**src/rtl/qrs_pkg.sv**
```systemverilog
package qrs_pkg;
  typedef enum logic [1:0] {DV_IDLE, DV_RUN, DV_DONE} div_state_t;

  localparam int unsigned PEAK_HIST = 4;
endpackage

```
**src/rtl/qrs_feature.sv**
```systemverilog
module qrs_feature #(
  parameter int SAMPLE_W = 12,
  parameter int ASH      = 3,
  localparam int FW      = SAMPLE_W + 2
) (
  input  logic                clk,
  input  logic                rst_n,
  input  logic                fire,
  input  logic [SAMPLE_W-1:0] sample,
  output logic [FW-1:0]       sm_q,
  output logic [FW-1:0]       sm_nxt
);
  localparam int EW = SAMPLE_W + 3;

  logic signed [EW-1:0] xe, x1e, x2e, d1, d2, a1, a2;
  logic [FW-1:0]        feat;
  logic signed [FW:0]   delta, step, acc;

  assign xe = {{3{sample[SAMPLE_W-1]}}, sample};
  assign d1 = xe - x1e;
  assign d2 = xe - (x1e <<< 1) + x2e;
  assign a1 = d1[EW-1] ? -d1 : d1;
  assign a2 = d2[EW-1] ? -d2 : d2;
  assign feat = FW'(a1) + FW'(a2);

  assign delta  = $signed({1'b0, feat}) - $signed({1'b0, sm_q});
  assign step   = delta >>> ASH;
  assign acc    = $signed({1'b0, sm_q}) + step;
  assign sm_nxt = FW'(acc);

  always_ff @(posedge clk) begin
    if (!rst_n) begin
      x1e  <= '0;
      x2e  <= '0;
      sm_q <= '0;
    end else if (fire) begin
      x1e  <= xe;
      x2e  <= x1e;
      sm_q <= sm_nxt;
    end
  end
endmodule

```
**src/rtl/qrs_peak.sv**
```systemverilog
module qrs_peak #(
  parameter int FW    = 14,
  parameter int CNT_W = 16,
  parameter int PK_N  = qrs_pkg::PEAK_HIST
) (
  input  logic             clk,
  input  logic             rst_n,
  input  logic             fire,
  input  logic [FW-1:0]    sm_prev,
  input  logic [FW-1:0]    sm_cur,
  input  logic [FW-1:0]    cfg_thr_init,
  input  logic [CNT_W-1:0] cfg_refr,
  output logic             beat,
  output logic             start,
  output logic [CNT_W-1:0] interval
);
  localparam int LG   = $clog2(PK_N);
  localparam int SW   = FW + LG;
  localparam int NW   = $clog2(PK_N + 1);
  localparam int SHR  = LG + 1;

  logic [FW-1:0]    pk [PK_N];
  logic [NW-1:0]    npk;
  logic [CNT_W-1:0] cnt, cnt_next;
  logic             have_beat, armed, detect;
  logic [SW-1:0]    pk_sum;
  logic [FW-1:0]    thr;

  always_comb begin
    pk_sum = '0;
    for (int i = 0; i < PK_N; i++) pk_sum = pk_sum + SW'(pk[i]);
  end

  assign thr      = (npk == NW'(PK_N)) ? FW'(pk_sum >> SHR) : cfg_thr_init;
  assign cnt_next = (cnt == {CNT_W{1'b1}}) ? cnt : cnt + 1'b1;
  assign armed    = !have_beat || (cnt_next >= cfg_refr);
  assign detect   = fire && armed && (sm_prev > thr) && (sm_cur < sm_prev);

  always_ff @(posedge clk) begin
    if (!rst_n) pk[0] <= '0;
    else if (detect) pk[0] <= sm_prev;
  end

  for (genvar g = 1; g < PK_N; g++) begin : g_hist
    always_ff @(posedge clk) begin
      if (!rst_n) pk[g] <= '0;
      else if (detect) pk[g] <= pk[g-1];
    end
  end

  always_ff @(posedge clk) begin
    if (!rst_n) begin
      cnt       <= '0;
      have_beat <= 1'b0;
      npk       <= '0;
      beat      <= 1'b0;
      start     <= 1'b0;
      interval  <= '0;
    end else begin
      beat  <= detect;
      start <= detect && have_beat;
      if (fire) cnt <= detect ? '0 : cnt_next;
      if (detect) begin
        have_beat <= 1'b1;
        if (npk != NW'(PK_N)) npk <= npk + 1'b1;
        if (have_beat) interval <= cnt_next;
      end
    end
  end

  // a division is only started for an interval at least the refractory length
  p_intv_refr_r5: assert property (@(posedge clk) disable iff (!rst_n)
    start |-> (interval >= cfg_refr));
  // a measured interval is never zero
  p_intv_nonzero_r6: assert property (@(posedge clk) disable iff (!rst_n)
    start |-> (interval != '0));
endmodule

```
**src/rtl/qrs_div.sv**
```systemverilog
module qrs_div #(
  parameter int DVD_W = 15,
  parameter int CNT_W = 16,
  parameter int unsigned DVD = 30000
) (
  input  logic             clk,
  input  logic             rst_n,
  input  logic             start,
  input  logic [CNT_W-1:0] divisor,
  output logic             busy,
  output logic             done,
  output logic [DVD_W-1:0] quot
);
  import qrs_pkg::*;
  localparam int IT_W = $clog2(DVD_W + 1);

  div_state_t       st;
  logic [CNT_W-1:0] rem, dvs;
  logic [IT_W-1:0]  it;
  logic [CNT_W:0]   rem_sh;
  logic             ge;

  assign rem_sh = {rem, quot[DVD_W-1]};
  assign ge     = rem_sh >= {1'b0, dvs};
  assign busy   = (st != DV_IDLE);
  assign done   = (st == DV_DONE);

  always_ff @(posedge clk) begin
    if (!rst_n) begin
      st   <= DV_IDLE;
      rem  <= '0;
      dvs  <= '0;
      quot <= '0;
      it   <= '0;
    end else begin
      case (st)
        DV_IDLE: if (start) begin
          rem  <= '0;
          dvs  <= divisor;
          quot <= DVD_W'(DVD);
          it   <= IT_W'(DVD_W);
          st   <= DV_RUN;
        end
        DV_RUN: begin
          rem  <= ge ? CNT_W'(rem_sh - {1'b0, dvs}) : CNT_W'(rem_sh);
          quot <= {quot[DVD_W-2:0], ge};
          it   <= it - 1'b1;
          if (it == IT_W'(1)) st <= DV_DONE;
        end
        default: st <= DV_IDLE;
      endcase
    end
  end

  // the final remainder is smaller than the divisor
  p_div_rem_r7: assert property (@(posedge clk) disable iff (!rst_n)
    done |-> (rem < dvs));
  // input flow control never lets a second division start while one runs
  p_start_idle_r8: assert property (@(posedge clk) disable iff (!rst_n)
    start |-> !busy);
endmodule

```
**src/rtl/qrs_rate_meter.sv**
```systemverilog
module qrs_rate_meter #(
  parameter int SAMPLE_W = 12,
  parameter int ASH      = 3,
  parameter int FS       = 500,
  parameter int CNT_W    = 16,
  parameter int BPM_W    = 8,
  localparam int FW      = SAMPLE_W + 2
) (
  input  logic                clk,
  input  logic                rst_n,
  input  logic                s_valid,
  output logic                s_ready,
  input  logic [SAMPLE_W-1:0] s_data,
  input  logic [CNT_W-1:0]    cfg_refr,
  input  logic [FW-1:0]       cfg_thr_init,
  output logic                beat_pulse,
  output logic                m_valid,
  input  logic                m_ready,
  output logic [BPM_W-1:0]    m_bpm
);
  localparam int unsigned RATE_K  = FS * 60;
  localparam int          DVD_W   = $clog2(RATE_K + 1);
  localparam int unsigned BPM_MAX = (1 << BPM_W) - 1;

  logic             s_fire, div_start, div_busy, div_done;
  logic [FW-1:0]    sm_q, sm_nxt;
  logic [CNT_W-1:0] intv;
  logic [DVD_W-1:0] quot;

  assign s_ready = !(div_start || div_busy || m_valid);
  assign s_fire  = s_valid && s_ready;

  qrs_feature #(.SAMPLE_W(SAMPLE_W), .ASH(ASH)) u_feat (
    .clk(clk), .rst_n(rst_n), .fire(s_fire), .sample(s_data),
    .sm_q(sm_q), .sm_nxt(sm_nxt)
  );

  qrs_peak #(.FW(FW), .CNT_W(CNT_W)) u_peak (
    .clk(clk), .rst_n(rst_n), .fire(s_fire), .sm_prev(sm_q), .sm_cur(sm_nxt),
    .cfg_thr_init(cfg_thr_init), .cfg_refr(cfg_refr),
    .beat(beat_pulse), .start(div_start), .interval(intv)
  );

  qrs_div #(.DVD_W(DVD_W), .CNT_W(CNT_W), .DVD(RATE_K)) u_div (
    .clk(clk), .rst_n(rst_n), .start(div_start), .divisor(intv),
    .busy(div_busy), .done(div_done), .quot(quot)
  );

  always_ff @(posedge clk) begin
    if (!rst_n) begin
      m_valid <= 1'b0;
      m_bpm   <= '0;
    end else if (div_done) begin
      m_valid <= 1'b1;
      m_bpm   <= (32'(quot) > BPM_MAX) ? BPM_W'(BPM_MAX) : BPM_W'(quot);
    end else if (m_ready) begin
      m_valid <= 1'b0;
    end
  end

  // a pending result is held unchanged until taken
  p_hold_r8: assert property (@(posedge clk) disable iff (!rst_n)
    (m_valid && !m_ready) |=> (m_valid && $stable(m_bpm)));
  // a beat strobe follows an accepted sample
  p_beat_fire_r3: assert property (@(posedge clk) disable iff (!rst_n)
    beat_pulse |-> $past(s_valid && s_ready));
endmodule

```
**config.mk**
```make
export PLATFORM = sky130hd
export DESIGN_NAME = qrs_rate_meter
export DESIGN_NICKNAME = d
export VERILOG_FILES = /design/src/rtl/qrs_pkg.sv /design/src/rtl/qrs_feature.sv /design/src/rtl/qrs_peak.sv /design/src/rtl/qrs_div.sv /design/src/rtl/qrs_rate_meter.sv
export SDC_FILE = /design/constraint.sdc
export NUM_CORES = 1
export LEC_CHECK = 0
export ABC_CLOCK_PERIOD_IN_PS = 17200
export BUFFER_PORTS_ARGS = -buffer_cell sky130_fd_sc_hd__buf_2
export CORE_MARGIN = 2
export CORE_UTILIZATION = 64
export CTS_CLUSTER_SIZE = 10
export DETAILED_ROUTE_END_ITERATION = 7
export PLACE_DENSITY = 0.82
export SYNTH_ARGS = -nofsm -noshare
export SYNTH_HDL_FRONTEND = slang
export SYNTH_SLANG_ARGS = --single-unit
```
**constraint.sdc**
```tcl
create_clock -name clk -period 17.2 [get_ports clk]
set_input_delay 0.86 -clock clk [delete_from_list [all_inputs] [get_ports clk]]
set_output_delay 0.86 -clock clk [all_outputs]
set_load 0.05 [all_outputs]
```
==> metrics, run 1 <==
status complete, no violations; first-pass GRT wire length about 51,000 microns; gpl congestion ~0.88; top_reg_cell synth dfxtp_1; DRT Pass-1 Iters 5; Synth Cell Area 0.0143 sq mm; area leader, netlist dfxtp_1; Setup Skew approximately 0.012 ns; Die W around 150 microns; Fin Setup TNS 0 ns; Global Route Usage Sum about 26%; largest cells by area after synthesis dfxtp_1 19%, ha_1 14%, edfxtp_1 12%, xnor2_1 5.3%, inv_1 5.3%; hpwl dp 22,400 microns; DR WL/cell 15.0 microns; FP Rows 54; Final Cycle Share 59.7%; post-synthesis mux area share ~2.1%; Detail Route Antenna Nets 0; top-count cell post-synth inv_1; Post-synth EDFFs 56; xor/xnor share of the synthesized area under 10%; MaxCap Viol Count 0; vias in the first global route about 11,000; Req. time, crit path ~17 ns; relative slew slack between 20% and 30%; Worst Path Arrival between 10 and 15 ns; Synth Area in Adders a little under a fifth; TritonCTS clock tree built; Synth Area in Compound Gates between 10% and 20%; Nets just under 2,000; worst-case clock buffer depth 2; synth warn 0; initial antenna violation count 0; Post-Syn Area per Cell between 8 and 9 sq um; Synth Area in Simple Gates 16.4%; kind of critical path in -> reg; drt drc 0; register area share after synthesis a little under a third; Slew Limit Fails 0; Gates resized, CTS repair 0; clock period minus worst slack around 10 ns; setup bufs post-CTS 0; CTS Buf Count 17; crit end category register; Synth-to-Final Area Change 7.66%; clock-pin slew on the worst setup and hold paths about 0.070 ns; RSZ-0062 raised after global routing false; Slew @ Worst Pin 1.12 ns; Die Area between 0.02 and 0.025 sq mm; Max Fclk approximately 0.097 GHz; Hold Violations, Final 0; Die H 154 microns; IO Pins 57; FFs w/ async S/R, synth 0%; Synth cell types a little over 70; Mapped Nets a little under 2,000; input/output buffers 56; Core Area between 0.02 and 0.025 sq mm; Synth Instances 1,691; Starting Density 65.4%; Setup-failing EPs final 0; clock sinks roughly 190; share of post-route cells with drive strength above 1 7.56%; clock root cell clkbuf_16; via count 11,700; Startpoint Class input pin; 1st-iter DRT viols about 690; slowest CP cell buf_4; max incr delay on CP 0.57 ns; CTS Hold Bufs 0; Yosys reg bits slightly below 200; Vias/cell 5.81; Reg2Reg Setup Slack roughly 7.1 ns; total gr overflow 0; later-pin clock latency in the skew report 0.45 ns; Routed WL approximately 30,000 microns; H-tree depth 4; CP Max Fanout 56; main combinational cell family by area after synthesis adder cells; ant diodes 0; Synth top area share 19.3%; pin count of the biggest net entering global routing 60; list of most frequent post-synthesis cells 201 x inv_1, 188 x nand2_1, 159 x ha_1; Hold Path Class reg -> reg
metrics by stage:
step / hold slack [ns] / util (%) / worst slack (ns) / instances / instance area (sq um)
2_1_floorplan: 0.427 / - / 6.82 / 1691 / 14300
3_3_place_gp: 0.439 / 67.6 / 6.99 / 1980 / 14800
3_5_place_dp: 0.446 / 67.6 / 6.63 / 1980 / 14800
4_1_cts: 0.457 / 70.4 / 7.03 / 2012 / 15400
5_1_grt: 0.459 / 70.4 / 5.84 / 2012 / 15400
6_report: 0.456 / 70.4 / 6.93 / 2012 / 15400
registers in the layout (all words and copies together), names as in the netlist, 2 cells and up:
| register | cells |
|---|---|
| u_div.quot | 15 |
| u_peak.cnt | 16 |
| u_div.st | 2 |
| u_peak.interval | 16 |
| u_peak.pk | 56 |
| u_div.rem | 16 |
| u_feat.x2e | 12 |
| u_feat.x1e | 12 |
| u_feat.sm_q | 14 |
| u_peak.npk | 3 |
| u_div.it | 4 |
| u_div.dvs | 16 |
| m_bpm | 8 |
per-layer routing:
metal	part of all wire (%)	routed length [microns]	GRT usage, %	up-vias
met5	0	0	0	-
met4	1.0	309	5.72	0
met3	4.2	1280	3.38	28
met2	48	14400	43.9	247
met1	47	14200	35.4	5505
li1	-	-	-	5910
layout make-up:
class / count / area [sq um]
multi-input combinational: 1238 / 8890
tap: 280 / 350
sequential: 194 / 4440
inverter: 202 / 759
fill: 1689 / 6490
clock inverter: 12 / 135
clock buffer: 20 / 468
timing repair buffer: 66 / 355
cells in the final DEF, fill, tap and decap left out, types with 30 or more instances in the layout:
master and n:
a21oi_1 145, edfxtp_1 56, fa_1 30, o21ai_0 56
inv_1 201, xor2_1 34, nor2_1 103, nand2_1 187
nor3_1 62, and2_1 38, dfxtp_1 138, xnor2_1 87
a21o_1 39, buf_2 56, ha_1 159
worst max-delay path, delay by kind of cell:
family,cells,cell delay [ns]
AO/OA/AOI/OAI,19,4.62
XOR/XNOR,5,0.80
adder cells (fa/ha/maj),6,1.75
buffers and inverters,4,0.79
AND/OR/NAND/NOR,8,1.49
final timing paths:
path                                   startpoint                       endpoint  cells past startpoint
setup / recovery                        s_data[0]  u_peak.pk[0][2]$_SDFFCE_PN0P_                     42
hold / removal    u_peak.interval[1]$_SDFFE_PN0P_      u_div.dvs[1]$_SDFFE_PN0P_                      2
setup reg to reg       u_feat.x1e[0]$_SDFFE_PN0P_  u_peak.pk[0][2]$_SDFFCE_PN0P_                     40
hold reg to reg   u_peak.interval[1]$_SDFFE_PN0P_      u_div.dvs[1]$_SDFFE_PN0P_                      2
kinds of logic after synthesis:
family / count (synthesis)
AOI/OAI and AO/OA: 395
adders and majority gates: 189
buffers and inverters: 259
and+or+nand+nor: 503
xor gates and xnor gates: 121
muxes: 30
DFF: 194
Power of run 1 is left out: the tool's default activity adds up to more than one toggle a clock period on the data nets, which glitch-free logic cannot reach.
==> run 2, diff against run 1 <==
- ABC_CLOCK_PERIOD_IN_PS: 17200 -> 10200
- clock period: 17.2 -> 10.2 ns (I/O delays scaled with it)
==> run 2 against run 1 <==
Net effect: final cell count is essentially flat; worst hold slack lost 0.14 ns; critical path depth shrank 3.
==> metrics, run 2 (synthesis gave the netlist of run 1 again) <==
Max Fclk roughly 0.11 GHz; slowest CP cell or3b_4; placed instance area 0.0148 sq mm (about the same); worst setup path start u_feat.x1e[0]$_SDFFE_PN0P_; Setup Skew 0.0107 ns (-0.000875 ns); H-tree depth 4 (unchanged); crit end category register; share of post-route cells with drive strength above 1 8.07% (+0.51 points); input/output buffers 56 (unchanged); Die W 154 microns (unchanged); Reg2Reg Setup Slack 0.81 ns (-6.28 ns); Setup-failing EPs final 0 (unchanged); DR WL/cell 15.6 microns (+4.1%); buffer and inverter count on the worst path 3 (-1); via count 11,800 (+0.56%); Die H 154 microns (unchanged); critical path capture point u_peak.pk[1][5]$_SDFFCE_PN0P_; hold_sp s_data[2]; Worst Path Arrival 9.70 ns (-0.64 ns); max reg flops 56 (unchanged); final cell count without fillers 2,014 (+0.099%); CTS Buf Count 17 (unchanged); Global Route Usage Sum 27.2% (+1.4 points); DRT Pass-1 Iters 4 (-1); status complete, no violations; drt drc 0 (unchanged); pin count of the biggest net entering global routing 66 (+10%); Hold Violations, Final 0 (unchanged); clock-pin slew on the worst setup and hold paths 0.07 ns (about the same); total gr overflow 0 (unchanged); R2R Path Start u_feat.x1e[0]$_SDFFE_PN0P_; Detail Route Antenna Nets 0 (unchanged); MaxCap Viol Count 0 (unchanged); Nets 1,956 (+0.10%); Startpoint Class register; worst-case clock buffer depth 2 (unchanged); clock period minus worst slack ~9.4 ns; Die Area 0.0236 sq mm (unchanged); first-pass GRT wire length 53,700 microns (+4.7%); IO Pins 57 (unchanged); TritonCTS clock tree built; most common cell after layout, fill and taps aside inv_1; placed cells 1,980 (unchanged); Routed WL 31,400 microns (+4.2%); FP Rows 54 (unchanged); gpl congestion 0.869 (-1.4%); fill cell count 1,738 (+2.9%); r2r worst-path depth 39 (-2.5%); 1st-iter DRT viols 825 (+20%); CP Max Fanout 30 (-46%); Slew Limit Fails 0 (unchanged); family with the most delay on the worst path compound AO/OA/AOI/OAI gates; later-pin clock latency in the skew report 0.45 ns (about the same); Final Cycle Share just over 90%; clock sinks 194 (unchanged); Synth-to-Final Area Change 8.32%; hold path depth 3 (+1); Stages on worst setup path 39 (-7.1%); Slew @ Worst Pin 1.23 ns (+0.103 ns); relative slew slack 16.0% (-8.8 points); initial antenna violation count 0 (unchanged); hpwl dp 23,100 microns (+2.9%); max incr delay on CP 0.50 ns (-0.07 ns); kind of critical path reg -> reg; R2R Path End u_peak.pk[1][5]$_SDFFCE_PN0P_; clock root cell clkbuf_16; Vias/cell 5.84 (+0.46%); design area 0.0155 sq mm (+0.61%); Core Area 0.0219 sq mm (unchanged); vias in the first global route 11,400 (+1.5%); most frequent cells in the layout 201 x inv_1, 187 x nand2_1, 159 x ha_1, 144 x a21oi_1, 138 x dfxtp_1; Hold Path Class in -> reg; ant diodes 0 (unchanged); Req. time, crit path 10.51 ns (-6.76 ns); Starting Density 65.4% (unchanged); Biggest register u_peak.pk; CTS Hold Bufs 0 (unchanged)
run 2: tightest hold or removal path, delay by kind of cell:
kind / cells / cell delay (ns)
compound gates: 1 / 0.05
simple gates: 1 / 0.05
buf+inv: 1 / 0.11
run 2: how the worst min path moves through the flow:
stage                                  to  slack [ns]
2_1_floorplan   u_div.dvs[0]$_SDFFE_PN0P_        0.43
3_3_place_gp    u_div.dvs[4]$_SDFFE_PN0P_        0.44
3_5_place_dp    u_div.dvs[4]$_SDFFE_PN0P_        0.44
4_1_cts        u_feat.x1e[2]$_SDFFE_PN0P_        0.31
5_1_grt        u_feat.x1e[2]$_SDFFE_PN0P_        0.32
6_report       u_feat.x1e[2]$_SDFFE_PN0P_        0.32
run 2: per-layer routing:
layer | global-route usage, % | wire [microns]
met5 | 0 | 0
met4 | 7.25 | 408
met3 | 3.52 | 1240
met2 | 46.8 | 15300
met1 | 36.4 | 14400
run 2: through the flow:
step / utilization (%) / TNS (ns) / hold slack, ns / setup WS, ns
after floorplan: - / 0 / 0.427 / 0.170
after global placement: 67.7 / 0 / 0.438 / 0.477
after detailed placement: 67.7 / 0 / 0.444 / 0.158
after CTS: 70.5 / 0 / 0.308 / 0.330
after global routing: 70.8 / -1.77 / 0.321 / -0.0888
final: 70.8 / 0 / 0.316 / 0.811
run 2: cell type report:
| type | count | area [sq um] | share of cell area (%) |
|---|---|---|---|
| multi-input cells | 1238 | 8940 | 57.7 |
| well taps | 280 | 350 | 2.26 |
| repair buffers | 68 | 387 | 2.49 |
| clock buffers | 21 | 493 | 3.18 |
| clock inverters | 11 | 126 | 0.815 |
| inverters | 202 | 759 | 4.90 |
| flip-flops and latches | 194 | 4440 | 28.7 |
run 2: timing repair:
item	in CTS	in global routing
endpoints found under the setup margin	0	150
buffers inserted	0	2
gates resized for setup	0	13
hold endpoints to repair	0	0
Power of run 2 is left out for the same reason.
